File: config.mk
export PLATFORM = sky130hd
export DESIGN_NAME = idle_pwrdn_ctrl
export DESIGN_NICKNAME = d
export VERILOG_FILES = /design/src/rtl/pwr_pkg.sv /design/src/rtl/pm_regs.sv /design/src/rtl/idle_timer.sv /design/src/rtl/gate_outputs.sv /design/src/rtl/idle_pwrdn_ctrl.sv
export SDC_FILE = /design/constraint.sdc
export NUM_CORES = 1
export LEC_CHECK = 0
export BUFFER_PORTS_ARGS = -buffer_cell sky130_fd_sc_hd__buf_2
export CAP_MARGIN = 20
export CORE_MARGIN = 10
export CORE_UTILIZATION = 48
export DETAILED_ROUTE_END_ITERATION = 6
export GPL_TIMING_DRIVEN = 0
export PLACE_DENSITY = 0.77
export REMOVE_ABC_BUFFERS = 1
export SYNTH_ARGS = -nofsm -noshare
export SYNTH_HDL_FRONTEND = slang
export SYNTH_SLANG_ARGS = --single-unit
File: constraint.sdc
create_clock -name clk -period 1.6 [get_ports clk]
set_input_delay 0.32 -clock clk [delete_from_list [all_inputs] [get_ports clk]]
set_output_delay 0.32 -clock clk [all_outputs]
set_load 0.01 [all_outputs]
File: src/rtl/pwr_pkg.sv
package pwr_pkg;
  localparam int REG_W     = 8;
  localparam int APD_BIT   = 1;
  localparam int TURBO_BIT = 3;
  localparam int ARR_BIT   = 4;
  localparam int MCELL_BIT = 5;
  localparam int CTL_LSB   = 2;

  typedef enum logic {
    SEL_CFG = 1'b0,
    SEL_BLK = 1'b1
  } reg_sel_e;
endpackage

File: src/rtl/pm_regs.sv
module pm_regs
  import pwr_pkg::*;
#(
  parameter int W = REG_W
) (
  input  logic         clk,
  input  logic         rst_n,
  input  logic         wr,
  input  logic         sel,
  input  logic [W-1:0] wdata,
  output logic [W-1:0] cfg,
  output logic [W-1:0] blk,
  output logic [W-1:0] rdata
);
  reg_sel_e sel_e;
  assign sel_e = reg_sel_e'(sel);

  always_ff @(posedge clk or negedge rst_n) begin
    if (!rst_n) begin
      cfg <= '0;
      blk <= '0;
    end else if (wr) begin
      if (sel_e == SEL_CFG) cfg <= wdata;
      else                  blk <= wdata;
    end
  end

  always_comb begin
    rdata = (sel_e == SEL_CFG) ? cfg : blk;
  end
endmodule

File: src/rtl/idle_timer.sv
module idle_timer #(
  parameter int IDLE_CYC = 15
) (
  input  logic clk,
  input  logic rst_n,
  input  logic armed,
  input  logic strobe,
  output logic pwr_down
);
  localparam int CW = $clog2(IDLE_CYC + 1);
  localparam logic [CW-1:0] LIMIT = CW'(IDLE_CYC);

  logic [CW-1:0] idle_cnt;
  logic          strobe_q;
  logic          moved;

  assign moved = strobe ^ strobe_q;

  always_ff @(posedge clk or negedge rst_n) begin
    if (!rst_n) begin
      strobe_q <= 1'b0;
      idle_cnt <= '0;
    end else begin
      strobe_q <= strobe;
      if (!armed || moved)      idle_cnt <= '0;
      else if (idle_cnt != LIMIT) idle_cnt <= idle_cnt + 1'b1;
    end
  end

  assign pwr_down = armed && (idle_cnt == LIMIT) && !moved;
endmodule

File: src/rtl/gate_outputs.sv
module gate_outputs
  import pwr_pkg::*;
#(
  parameter int W       = REG_W,
  parameter int NUM_MEM = 3,
  parameter int NUM_CTL = 5
) (
  input  logic [W-1:0]       cfg,
  input  logic [W-1:0]       blk,
  input  logic               csel_n,
  input  logic               pwr_down,
  output logic [NUM_MEM-1:0] mem_en,
  output logic               arr_clk_en,
  output logic               mcell_clk_en,
  output logic               low_power,
  output logic [NUM_CTL-1:0] ctl_pass
);
  logic mem_ok;
  assign mem_ok = !csel_n && !pwr_down;

  for (genvar m = 0; m < NUM_MEM; m++) begin : g_mem
    assign mem_en[m] = mem_ok;
  end

  for (genvar c = 0; c < NUM_CTL; c++) begin : g_ctl
    assign ctl_pass[c] = !blk[CTL_LSB + c];
  end

  assign arr_clk_en   = !cfg[ARR_BIT];
  assign mcell_clk_en = !cfg[MCELL_BIT];
  assign low_power    = cfg[TURBO_BIT];
endmodule

File: src/rtl/idle_pwrdn_ctrl.sv
module idle_pwrdn_ctrl
  import pwr_pkg::*;
#(
  parameter int DATA_W   = REG_W,
  parameter int IDLE_CYC = 15,
  parameter int NUM_MEM  = 3,
  parameter int NUM_CTL  = 5
) (
  input  logic               clk,
  input  logic               rst_n,
  input  logic               reg_wr,
  input  logic               reg_sel,
  input  logic [DATA_W-1:0]  reg_wdata,
  output logic [DATA_W-1:0]  reg_rdata,
  input  logic               strobe,
  input  logic               csel_n,
  output logic               pwr_down,
  output logic [NUM_MEM-1:0] mem_en,
  output logic               arr_clk_en,
  output logic               mcell_clk_en,
  output logic               low_power,
  output logic [NUM_CTL-1:0] ctl_pass
);
  logic [DATA_W-1:0] cfg;
  logic [DATA_W-1:0] blk;

  pm_regs #(.W(DATA_W)) u_regs (
    .clk(clk), .rst_n(rst_n), .wr(reg_wr), .sel(reg_sel),
    .wdata(reg_wdata), .cfg(cfg), .blk(blk), .rdata(reg_rdata)
  );

  idle_timer #(.IDLE_CYC(IDLE_CYC)) u_timer (
    .clk(clk), .rst_n(rst_n), .armed(cfg[APD_BIT]),
    .strobe(strobe), .pwr_down(pwr_down)
  );

  gate_outputs #(.W(DATA_W), .NUM_MEM(NUM_MEM), .NUM_CTL(NUM_CTL)) u_gate (
    .cfg(cfg), .blk(blk), .csel_n(csel_n), .pwr_down(pwr_down),
    .mem_en(mem_en), .arr_clk_en(arr_clk_en), .mcell_clk_en(mcell_clk_en),
    .low_power(low_power), .ctl_pass(ctl_pass)
  );
endmodule

Word level (Yosys, flattened, before mapping)
Index checks and enable logic that the tools add are counted.
{ "word_totals": {"regBits": 21, "output_inout_bits": 20} }
{ "classes": {"add_sub_neg": 1, "n_eq_ne": 2, "n_mux": 3, "n_bitwise": 2, "n_reduce_logical": 18} }
{ "op_table": {"columns": ["cell", "n"], "rows": [
  ["$logic_not A1 Y1", 11],
  ["$mux W4", 2],
  ["$mux W8", 1],
  ["$add A4 B1 Y4 const B", 1],
  ["$eq A4 B4 Y1 const B", 1],
  ["$ne A4 B4 Y1 const B", 1],
  ["$reduce_and A2 Y1", 2],
  ["$logic_and A1 B1 Y1", 3],
  ["$reduce_bool A2 Y1", 1],
  ["$logic_or A1 B1 Y1", 1],
  ["$not A1 Y1", 1],
  ["$xor A1 B1 Y1", 1]
]} }

Logic depth before layout (Yosys ltp)
{ "depth": {"word_depth": 5, "depth_mapped": 4, "ltp_nobuf": 4} }

Modules after synthesis
From an unflattened synthesis, not the netlist that was laid out.
{ "unflattened": {"cells_unflattened": 78, "area_unflattened_um2": 1037.2} }
{ "modules_own_cells": {"columns": ["mod", "instances", "cells_per_inst", "area_per_inst_um2", "seq_area_each_um2"], "rows": [
  ["pm_regs", 1, 44, 747.0, 400.4],
  ["idle_timer", 1, 22, 230.2, 125.1],
  ["gate_outputs", 1, 12, 60.1, 0.0]
]} }

Worst setup path before layout
Ideal clock, no wire load.
{ "synth_timing": {"kind": "register -> output", "start": "register u_timer.idle_cnt[0]", "end": "output port mem_en[0]", "t_arrival_ns": 1.110, "required_time_ns": 1.280, "slack_ns": 0.170, "path_stages_with_launch": 5, "n_path_buf": 1, "cell_sequence": "dfrtp_1 ha_1 nand3_1 o21ba_2 buf_4"} }
{ "synth_via": {"elab_chain_cells": 5} }
{ "synth_lines": {"columns": ["item", "line", "source"], "rows": [
  ["start, declared", "idle_timer.sv:13", "logic [CW-1:0] idle_cnt;"],
  ["start signal, assigned", "idle_timer.sv:26", "else if (idle_cnt != LIMIT) idle_cnt <= idle_cnt + 1'b1;"],
  ["$eq A4 B4 Y1", "idle_timer.sv:30", "assign pwr_down = armed && (idle_cnt == LIMIT) && !moved;"],
  ["$logic_and A1 B1 Y1 (2 in series)", "idle_timer.sv:30", null],
  ["$logic_not A1 Y1", "gate_outputs.sv:19", "assign mem_ok = !csel_n && !pwr_down;"],
  ["$logic_and A1 B1 Y1", "gate_outputs.sv:19", null],
  ["end, declared", "idle_pwrdn_ctrl.sv:18", "output logic [NUM_MEM-1:0] mem_en,"]
]} }
No other way between the ends.

Worst setup path in the final report
{ "layout_timing": {"start": "register u_timer.idle_cnt[0]", "end": "output port mem_en[2]"} }
The elaborated chain is that of the path after synthesis.

==> flow_metrics.env <==
export IMPL_status="complete, but fails checks"
export IMPL_failed_checks="negative setup slack"
export IMPL_rsz0062_at_grt="true"
export IMPL_portBuffers=33
export IMPL_fin_nets=138
export IMPL_synth_seq_cells=21
export IMPL_viasPerCell=4.826
export IMPL_path_clk_slew_ns=0.11
export IMPL_synthTopCellsByArea="dfrtp_1, mux2_2, mux2_4, buf_4, inv_1"
export IMPL_crit_required_ns=1.28
export IMPL_ir_drop_mv=0.6232
export IMPL_cts_tree="built"
export IMPL_nFillCells=150
export IMPL_fin_util=0.6622
export IMPL_r2r_start="u_timer.idle_cnt[0]"
export IMPL_crit_arrival_ns=1.32
export IMPL_synth_most_common_cell="dfrtp_1"
export IMPL_endpoint_kind="primary output"
export IMPL_io_pins=34
export IMPL_ys_top_cells_by_count="dfrtp_1, mux2_2, inv_1"
export IMPL_yosys_area_share_simple=0.08375
export IMPL_grt_pass1_vias=808
export IMPL_r2r_end="u_timer.idle_cnt[1]"
export IMPL_setup_viol=4
export IMPL_hp_class="input port to flip-flop"
export IMPL_fmax_mhz=610.8
export IMPL_drt_wl_total_um=2244
export IMPL_r2r_setup_slack_ns=0.35
export IMPL_grt_usage=0.1088
export IMPL_wl_per_cell_um=15.06
export IMPL_drt_iter0_drc=21
export IMPL_finalWeightedCongestion=0.6624
export IMPL_critPathLaunch="u_timer.idle_cnt[0]"
export IMPL_die_area_mm2=0.004312
export IMPL_final_area_mm2=0.001313
export IMPL_synth_edff_count=0
export IMPL_synth_mux_area_frac=0.2575
export IMPL_p_per_area_mw_per_mm2=924.7
export IMPL_worstSetupStartpointType="flip-flop"
export IMPL_post_dp_hpwl_um=1646
export IMPL_cp_max_fo=3
export IMPL_drt_drc_violations_left=0
export IMPL_worst_slack_ns=-0.03715
export IMPL_multi_input_area_um2=441.7
export IMPL_synth_xor_area_frac=0.01750
export IMPL_min_to="u_timer.strobe_q"
export IMPL_period_needed_ns=1.637
export IMPL_synth_top_flop_cell="dfrtp_1"
export IMPL_syn_area_mm2=0.001001
export IMPL_placed_cell_area_mm2=0.001159
export IMPL_die_x_um=65.67
export IMPL_drive_gt1_frac=0.5984
export IMPL_hold_path_depth=1
export IMPL_rows=16
export IMPL_core_mm2=0.001982
export IMPL_finalPower_mw=1.214
export IMPL_n_antenna_cell=0
export IMPL_grt_pass1_wl_um=3726
export IMPL_syn_inst=81
export IMPL_cts_max_level=1
export IMPL_firstDrtPassIters=4
export IMPL_yosysTopAreaCell="dfrtp_1"
export IMPL_avgSynthCellArea_um2=12.36
export IMPL_final_hold_viol_count=0
export IMPL_r2r_cells=6
export IMPL_synth_compound_area_frac=0.03625
export IMPL_cts_made_buffers=3
export IMPL_cts_sinks=21
export IMPL_cap_violations=0
export IMPL_timing_final_crit_share=1.023
export IMPL_fp_dieH_um=65.67
export IMPL_path_class="flip-flop to primary output"
export IMPL_grt_max_degree=22
export IMPL_dp_slack_ns=0.08358
export IMPL_clk_path_buf_depth=2
export IMPL_slew_headroom=0.6144
export IMPL_ys_types=19
export IMPL_drv_slew=0
export IMPL_grt_antenna_before_repair=0
export IMPL_ant_nets=0
export IMPL_start_util=0.5051
export IMPL_regArea_um2=525.5
export IMPL_ys_seq_area_frac=0.5250
export IMPL_yosys_warnings=0
export IMPL_hp_start="strobe"
export IMPL_worstSkewPairLatency_ns=0.30
export IMPL_worst_pin_slew_ns=0.5758
export IMPL_synth_top_family_by_area="multiplexers"
export IMPL_vias=719
export IMPL_power_leakage_nw=0.6576
export IMPL_synth_top_area_share=0.5250
export IMPL_synth_async_reset_ratio=1.000
export IMPL_clock_root_buffer="clkbuf_4"
export IMPL_synthToLayoutAreaGrowth_pct=31.13
export IMPL_overflow=0
export IMPL_fin_skew_ns=0.0003846
export IMPL_synth_fa_ha_area_frac=0.01250
-- through the flow --
stage / cells / setup TNS (ns) / hold slack [ns]
floorplan: 76 / 0 / 0.02441
global placement: 136 / 0 / 0.2957
detailed placement: 136 / 0 / 0.2979
CTS: 148 / -0.1107 / 0.1373
global route: 149 / -0.4315 / 0.1358
finish: 149 / -0.1316 / 0.1669
-- cell type report --
class | count | share of cell area
clock inverters | 1 | 0.003813
clock buffers | 3 | 0.01716
repair buffers | 42 | 0.1964
flip-flops and latches | 21 | 0.4004
multi-input cells | 48 | 0.3365
inverters | 7 | 0.02002
well taps | 27 | 0.02574
-- cells in the final DEF, fill, tap and decap left out, drive strengths merged --
| master | n |
|---|---|
| nor2b | 1 |
| nor3 | 2 |
| ha | 1 |
| clkinv | 1 |
| mux2i | 1 |
| inv | 7 |
| a31oi | 1 |
| dfrtp | 21 |
| o21ba | 1 |
| mux2 | 20 |
| xnor2 | 2 |
| clkbuf | 3 |
| dlygate4sd3 | 1 |
| nor3b | 1 |
| o21ai | 4 |
| nand3 | 2 |
| nor2 | 5 |
| buf | 41 |
| nand2 | 7 |
-- what timing repair did --
item | 4_1_cts | 5_1_grt
buffers inserted | 7 | 1
hold buffers | 1 | 0
hold endpoints to repair | 21 | 0
pin swaps | 4 | 2
endpoints found under the setup margin | 4 | 4
gates resized for setup | 8 | 3
-- worst max-delay path by stage --
stage                               end  cells after the start  slack, ns
final                         mem_en[2]                      4      -0.04
after global routing           pwr_down                      5      -0.11
after CTS                      pwr_down                      5      -0.03
after detailed placement  u_regs.cfg[3]                      3       0.08
after global placement        mem_en[2]                      4       0.11
after floorplan               mem_en[0]                      3       0.25
-- critical path: stages, from the launching register on --
cell and delay, ns:
dfrtp_1 0.38, ha_2 0.21, nand3_4 0.08, o21ba_4 0.22, buf_6 0.12
-- state kept, by name, summed over array words and instances (netlist names) --
register          count
u_regs.cfg            8
u_regs.blk            8
u_timer.strobe_q      1
u_timer.idle_cnt      4
-- cell families after synthesis --
family / after synthesis
mux: 21
fa+ha+maj: 1
buf+inv: 12
flops: 21
xor+xnor: 2
compound gates: 6
simple gates: 18
-- power breakdown --
group | switching (mW) | leakage [nW] | internal, mW | total [mW]
clock | 0.155 | 0.0177 | 0.0933 | 0.248
sequential | 0.0404 | 0.255 | 0.596 | 0.636
combinational | 0.149 | 0.385 | 0.181 | 0.329
-- metal layers --
layer	GRT usage	vias up	part of all wire
li1	-	350	-
met4	0.04813	0	0.015
met5	0	-	0
met3	0.04915	5	0.090
met1	0.1153	337	0.39
met2	0.1812	27	0.50
No activity file was read; power rests on OpenSTA's default activity.
